[src/rtl/uart_irq_pkg.sv]
package uart_irq_pkg;
  localparam int IRQ_W     = 14;
  localparam int B_TXLVL   = 0;
  localparam int B_RXLVL   = 1;
  localparam int B_RXTMO   = 2;
  localparam int B_FRAME   = 3;
  localparam int B_PARITY  = 4;
  localparam int B_BREAK   = 5;
  localparam int B_OVERRUN = 6;

  localparam logic [IRQ_W-1:0] LVL_BITS = 14'h0003;
  localparam logic [IRQ_W-1:0] EV_BITS  = ~LVL_BITS;
  localparam logic [IRQ_W-1:0] ERR_BITS = 14'h0078;
  localparam logic [IRQ_W-1:0] TMO_BIT  = 14'h0004;
  localparam logic [2:0]       SEL_RST  = 3'd2;

  // Trigger select code to threshold in eighths of the FIFO depth
  function automatic logic [2:0] trig_eighths(input logic [2:0] sel);
    case (sel)
      3'd0:    trig_eighths = 3'd1;
      3'd1:    trig_eighths = 3'd2;
      3'd3:    trig_eighths = 3'd6;
      3'd4:    trig_eighths = 3'd7;
      default: trig_eighths = 3'd4;
    endcase
  endfunction
endpackage

[src/rtl/uart_irq_thresh.sv]
module uart_irq_thresh
  import uart_irq_pkg::*;
#(
  parameter int DEPTH = 16,
  parameter int CNT_W = 5,
  parameter bit IS_TX = 1'b1
) (
  input  logic             fifo_en_i,
  input  logic [2:0]       sel_i,
  input  logic [CNT_W-1:0] count_i,
  output logic             cond_o
);
  localparam int PW = CNT_W + 3;

  logic [PW-1:0]    prod;
  logic [CNT_W-1:0] thr;

  always_comb begin
    prod = PW'(DEPTH) * PW'(trig_eighths(sel_i));
    thr  = CNT_W'(prod >> 3);
  end

  generate
    if (IS_TX) begin : g_tx
      assign cond_o = fifo_en_i ? (count_i <= thr) : (count_i == '0);
    end else begin : g_rx
      assign cond_o = fifo_en_i ? (count_i >= thr) : (count_i != '0);
    end
  endgenerate
endmodule

[src/rtl/uart_irq_status.sv]
module uart_irq_status #(
  parameter int W = 14
) (
  input  logic         clk,
  input  logic         rst,
  input  logic [W-1:0] set_i,
  input  logic [W-1:0] keep_i,
  input  logic [W-1:0] clr_i,
  input  logic [W-1:0] gate_i,
  output logic [W-1:0] raw_o
);
  logic [W-1:0] raw_q;

  // Per bit: hold unless cleared or its condition drops; a set beats a clear
  generate
    for (genvar i = 0; i < W; i++) begin : g_bit
      always_ff @(posedge clk) begin
        if (rst) raw_q[i] <= 1'b0;
        else     raw_q[i] <= ((raw_q[i] & keep_i[i] & ~clr_i[i]) | set_i[i]) & gate_i[i];
      end
    end
  endgenerate

  assign raw_o = raw_q;
endmodule

[src/rtl/uart_irq_ctrl.sv]
module uart_irq_ctrl
  import uart_irq_pkg::*;
#(
  parameter int FIFO_DEPTH = 16,
  localparam int CNT_W = $clog2(FIFO_DEPTH) + 1
) (
  input  logic             clk,
  input  logic             rst,
  input  logic [IRQ_W-1:0] ev_i,
  input  logic             fifo_en_i,
  input  logic [CNT_W-1:0] tx_count_i,
  input  logic [CNT_W-1:0] rx_count_i,
  input  logic             mask_we_i,
  input  logic [IRQ_W-1:0] mask_wdata_i,
  input  logic             clr_we_i,
  input  logic [IRQ_W-1:0] clr_wdata_i,
  input  logic             lvl_we_i,
  input  logic [2:0]       tx_sel_i,
  input  logic [2:0]       rx_sel_i,
  input  logic             doe_we_i,
  input  logic             doe_i,
  input  logic             rx_dma_req_i,
  output logic [IRQ_W-1:0] raw_o,
  output logic [IRQ_W-1:0] mask_o,
  output logic [IRQ_W-1:0] masked_o,
  output logic             irq_o,
  output logic             rx_dma_req_o
);
  logic [IRQ_W-1:0] mask_q, mask_n;
  logic [2:0]       tx_sel_q, rx_sel_q;
  logic             doe_q;
  logic             tx_cond, rx_cond;
  logic [1:0]       cond_q;
  logic [IRQ_W-1:0] set_v, keep_v, clr_v, gate_v;

  assign mask_n = mask_we_i ? mask_wdata_i : mask_q;

  always_ff @(posedge clk) begin
    if (rst) begin
      mask_q   <= '0;
      tx_sel_q <= SEL_RST;
      rx_sel_q <= SEL_RST;
      doe_q    <= 1'b0;
      cond_q   <= 2'b00;
    end else begin
      mask_q <= mask_n;
      if (lvl_we_i) begin
        tx_sel_q <= tx_sel_i;
        rx_sel_q <= rx_sel_i;
      end
      if (doe_we_i) doe_q <= doe_i;
      cond_q <= {rx_cond, tx_cond};
    end
  end

  uart_irq_thresh #(.DEPTH(FIFO_DEPTH), .CNT_W(CNT_W), .IS_TX(1'b1)) u_tx_thr (
    .fifo_en_i(fifo_en_i), .sel_i(tx_sel_q), .count_i(tx_count_i), .cond_o(tx_cond)
  );

  uart_irq_thresh #(.DEPTH(FIFO_DEPTH), .CNT_W(CNT_W), .IS_TX(1'b0)) u_rx_thr (
    .fifo_en_i(fifo_en_i), .sel_i(rx_sel_q), .count_i(rx_count_i), .cond_o(rx_cond)
  );

  always_comb begin
    set_v            = ev_i & EV_BITS;
    set_v[B_TXLVL]   = tx_cond & ~cond_q[0];
    set_v[B_RXLVL]   = rx_cond & ~cond_q[1];
    keep_v           = '1;
    keep_v[B_TXLVL]  = tx_cond;
    keep_v[B_RXLVL]  = rx_cond;
    gate_v           = '1;
    gate_v[B_RXTMO]  = mask_n[B_RXTMO];
    clr_v            = clr_we_i ? clr_wdata_i : '0;
  end

  uart_irq_status #(.W(IRQ_W)) u_status (
    .clk(clk), .rst(rst), .set_i(set_v), .keep_i(keep_v),
    .clr_i(clr_v), .gate_i(gate_v), .raw_o(raw_o)
  );

  assign mask_o       = mask_q;
  assign masked_o     = raw_o & mask_q;
  assign irq_o        = |masked_o;
  assign rx_dma_req_o = rx_dma_req_i & ~(doe_q & |(raw_o & ERR_BITS));
endmodule

[config.mk]
export PLATFORM = sky130hd
export DESIGN_NAME = uart_irq_ctrl
export DESIGN_NICKNAME = d
export VERILOG_FILES = /design/src/rtl/uart_irq_pkg.sv /design/src/rtl/uart_irq_thresh.sv /design/src/rtl/uart_irq_status.sv /design/src/rtl/uart_irq_ctrl.sv
export SDC_FILE = /design/constraint.sdc
export NUM_CORES = 1
export LEC_CHECK = 0
export BUFFER_PORTS_ARGS = -buffer_cell sky130_fd_sc_hd__clkbuf_2
export CELL_PAD_IN_SITES_DETAIL_PLACEMENT = 0
export CELL_PAD_IN_SITES_GLOBAL_PLACEMENT = 1
export CORE_MARGIN = 5
export CORE_UTILIZATION = 25
export DETAILED_ROUTE_END_ITERATION = 16
export PLACE_DENSITY_LB_ADDON = 0.1
export REMOVE_ABC_BUFFERS = 1
export SETUP_SLACK_MARGIN = 0.2
export SYNTH_ARGS = -nofsm -noshare
export SYNTH_HDL_FRONTEND = slang
export SYNTH_HIERARCHICAL = 1
export SYNTH_SLANG_ARGS = --single-unit
[constraint.sdc]
create_clock -name clk -period 1.75 [get_ports clk]
set_clock_uncertainty 0.1 [all_clocks]
set_input_delay 0.35 -clock clk [delete_from_list [all_inputs] [get_ports clk]]
set_output_delay 0.35 -clock clk [all_outputs]
set_load 0.1 [all_outputs]
==> flow_summary.ini <==
[outcome]
status = complete, but fails checks
violations = setup timing

[die]
ios = 111
die_w_um = 99.7
coreArea_um2 = 7770
die_h_um = 99.7
fp.dieArea_um2 = 9950
core.rowCount = 32
initial_core_util_pct = 25.9

[global_route]
grt_pass1_wl_um = 9190
grt_start_max_net_pins = 26
grt_pass1_vias = 1889
grt_usage_pct = 11.6
overflow = 0
antenna_found_initial = 0

[sta]
max_freq_mhz = 510
finalSetupViolCount = 2
rsz0062_at_grt = yes
fin_crit_ps = 1960
worst_slack_ps = -212
finalCritPeriodShare_pct = 112
hold_viol = 0
maxSlewViolCount = 0

[clocking]
cts_hold_buf = 0
clk_latency_ps = 280
cts_tree = built
cts_inserted_buffers = 5
cts.sink_count = 37
root_buffer = clkbuf_8
clk_pin_slew_ps = 80
clock_path_buffers = 2
htree_levels = 2

[routing]
antenna_left = 0
vias_per_cell = 4.02
vias = 1893
avgRoutedWirePerCell_um = 12.4
drc = 0
firstDrtPassIters = 4
first_iter_violations = 50
wirelength_um = 5820

[flow_run]
maxCapViolations = 0

[synth]
yosysWarnings = 6
synth_area_leaders = dfxtp_1, mux2i_1, and2_1, nand2b_4, nand3b_1
synth_seq_cells = 37
synth_edf_count = 0
synth_top_area_share_pct = 36.8
yosysSeqAreaShare_pct = 36.8
ys.flop_type = dfxtp_1
ys_async_sr_fraction_pct = 0
synthCells = 211
synth_area_per_cell_um2 = 9.54
yosys.area.top_type = dfxtp_1
synth_cell_types = 31
synth_area_um2 = 2010

[pwr]
power_density_nw_per_um2 = 719
p_leak_nw = 1.73
peakVddDrop_mv = 0.447
total_power_mw = 2.49

[worst_setup_path]
cp.required_ps = 1300
crit_slowest_cell = dfxtp_2
slowest_delay_ps = 320
crit_chain = and2_4 > nor4_4 > buf_4 > nand4_1 > buf_12
startpoint = u_status/raw_o[10]
critPathLaunchType = flop
reg2reg_from = tx_sel_q[0]
crit_arrival_ps = 1510
critPathKind = flop to output pin
critPathMaxFanout = 2
crit_path_end_kind = output pin

[final_layout]
final_nets = 441
drive_above_1_share_pct = 55.8
area_growth_pct = 71.8
antenna_cells = 0

[worst_hold_path]
hp-class = input pin to flop
worstHoldStart = ev_i[4]

[placement]
dp_hpwl_um = 4630
gp_congestion = 0.728
portBuffers = 108
dp_slack_ps = -26.2
[cells in the mapped netlist (2+ instances only)]
master,number
dfxtp_1,37
o21ai_0,2
nand2b_4,10
and2_1,24
nor4_1,3
buf_2,3
nor2_1,26
and2_4,5
nand2b_1,4
nand4_1,2
buf_6,2
a21oi_1,5
nand3b_1,14
inv_1,16
ha_1,6
a21oi_2,10
mux2i_1,20
nor2b_1,8
a211o_1,2
[routing by layer]
layer / track usage (%) / part of all wire, % / up-vias
met5: 0 / 0 / -
met4: 2.84 / 0.052 / 0
met2: 19.2 / 49 / 65
met1: 14.8 / 44 / 837
li1: - / - / 989
met3: 3.65 / 7.6 / 2
[worst paths after layout]
check                           end  slack (ps)  depth (start not counted)
setup reg to reg  u_status/raw_o[0]          40                          9
hold / removal    u_status/raw_o[4]         160                          3
setup / recovery              irq_o        -210                          5
hold reg to reg   u_status/raw_o[1]         380                          3
[state kept, by name (all words and copies together), names as in the netlist]
name and count:
cond_q 2, u_status/raw_o 14, rx_sel_q 3, tx_sel_q 3
mask_o 14, doe_q 1
[what timing repair did]
action                                 CTS  global route
setup endpoints to repair               40            17
endpoints found under the hold margin    0             0
resized for setup                       57            33
setup buffers                            3             3
pin swaps                               11            11
[logic make-up after synthesis]
family	count (synthesis)	share of synthesized area (%)
compound gates	22	8.70
mux	21	10.7
fa+ha+maj	6	3.73
buf+inv	23	5.78
flops	37	36.8
other cells	1	0.186
simple gates	101	34.1
[worst max-delay path, delay by kind of cell (launching register included)]
kind / cells / cell delay, ps
buf+inv: 2 / 360
flops: 1 / 320
simple gates: 3 / 550
[per-stage QoR]
stage | std cells | hold slack (ps) | area (um2) | util, % | setup TNS (ps)
after floorplan | 228 | 314 | 2050 | - | -7510
after global placement | 457 | 366 | 3050 | 39.3 | -8.77
after detailed placement | 457 | 371 | 3050 | 39.3 | -64.4
after CTS | 468 | 153 | 3350 | 43.1 | -386
after global routing | 471 | 164 | 3460 | 44.5 | -653
final | 471 | 161 | 3460 | 44.5 | -335
[layout by cell type (no fill, tap or decap), drive strengths merged, types with 3 or more instances in the layout]
cell,count
clkbuf,94
buf,46
dfxtp,37
and2,29
nor2,26
conb,25
mux2i,20
inv,16
a21oi,15
nand3b,14
nand2b,14
nor2b,9
ha,6
nor4,3
[cell type report]
cell class	instances	area [um2]
clock buffer	7	86.3
inverter	16	60.1
timing repair buffer	133	1050
sequential	37	762
clock inverter	1	30.0
fill	834	4310
tap	102	128
multi-input combinational	175	1340
[power breakdown]
part | internal [mW] | switching, mW
Clock | 0.465 | 0.317
Combinational | 0.287 | 0.491
Sequential | 0.893 | 0.0329
Total | 1.65 | 0.841
No activity file was read; power rests on OpenSTA's default activity.
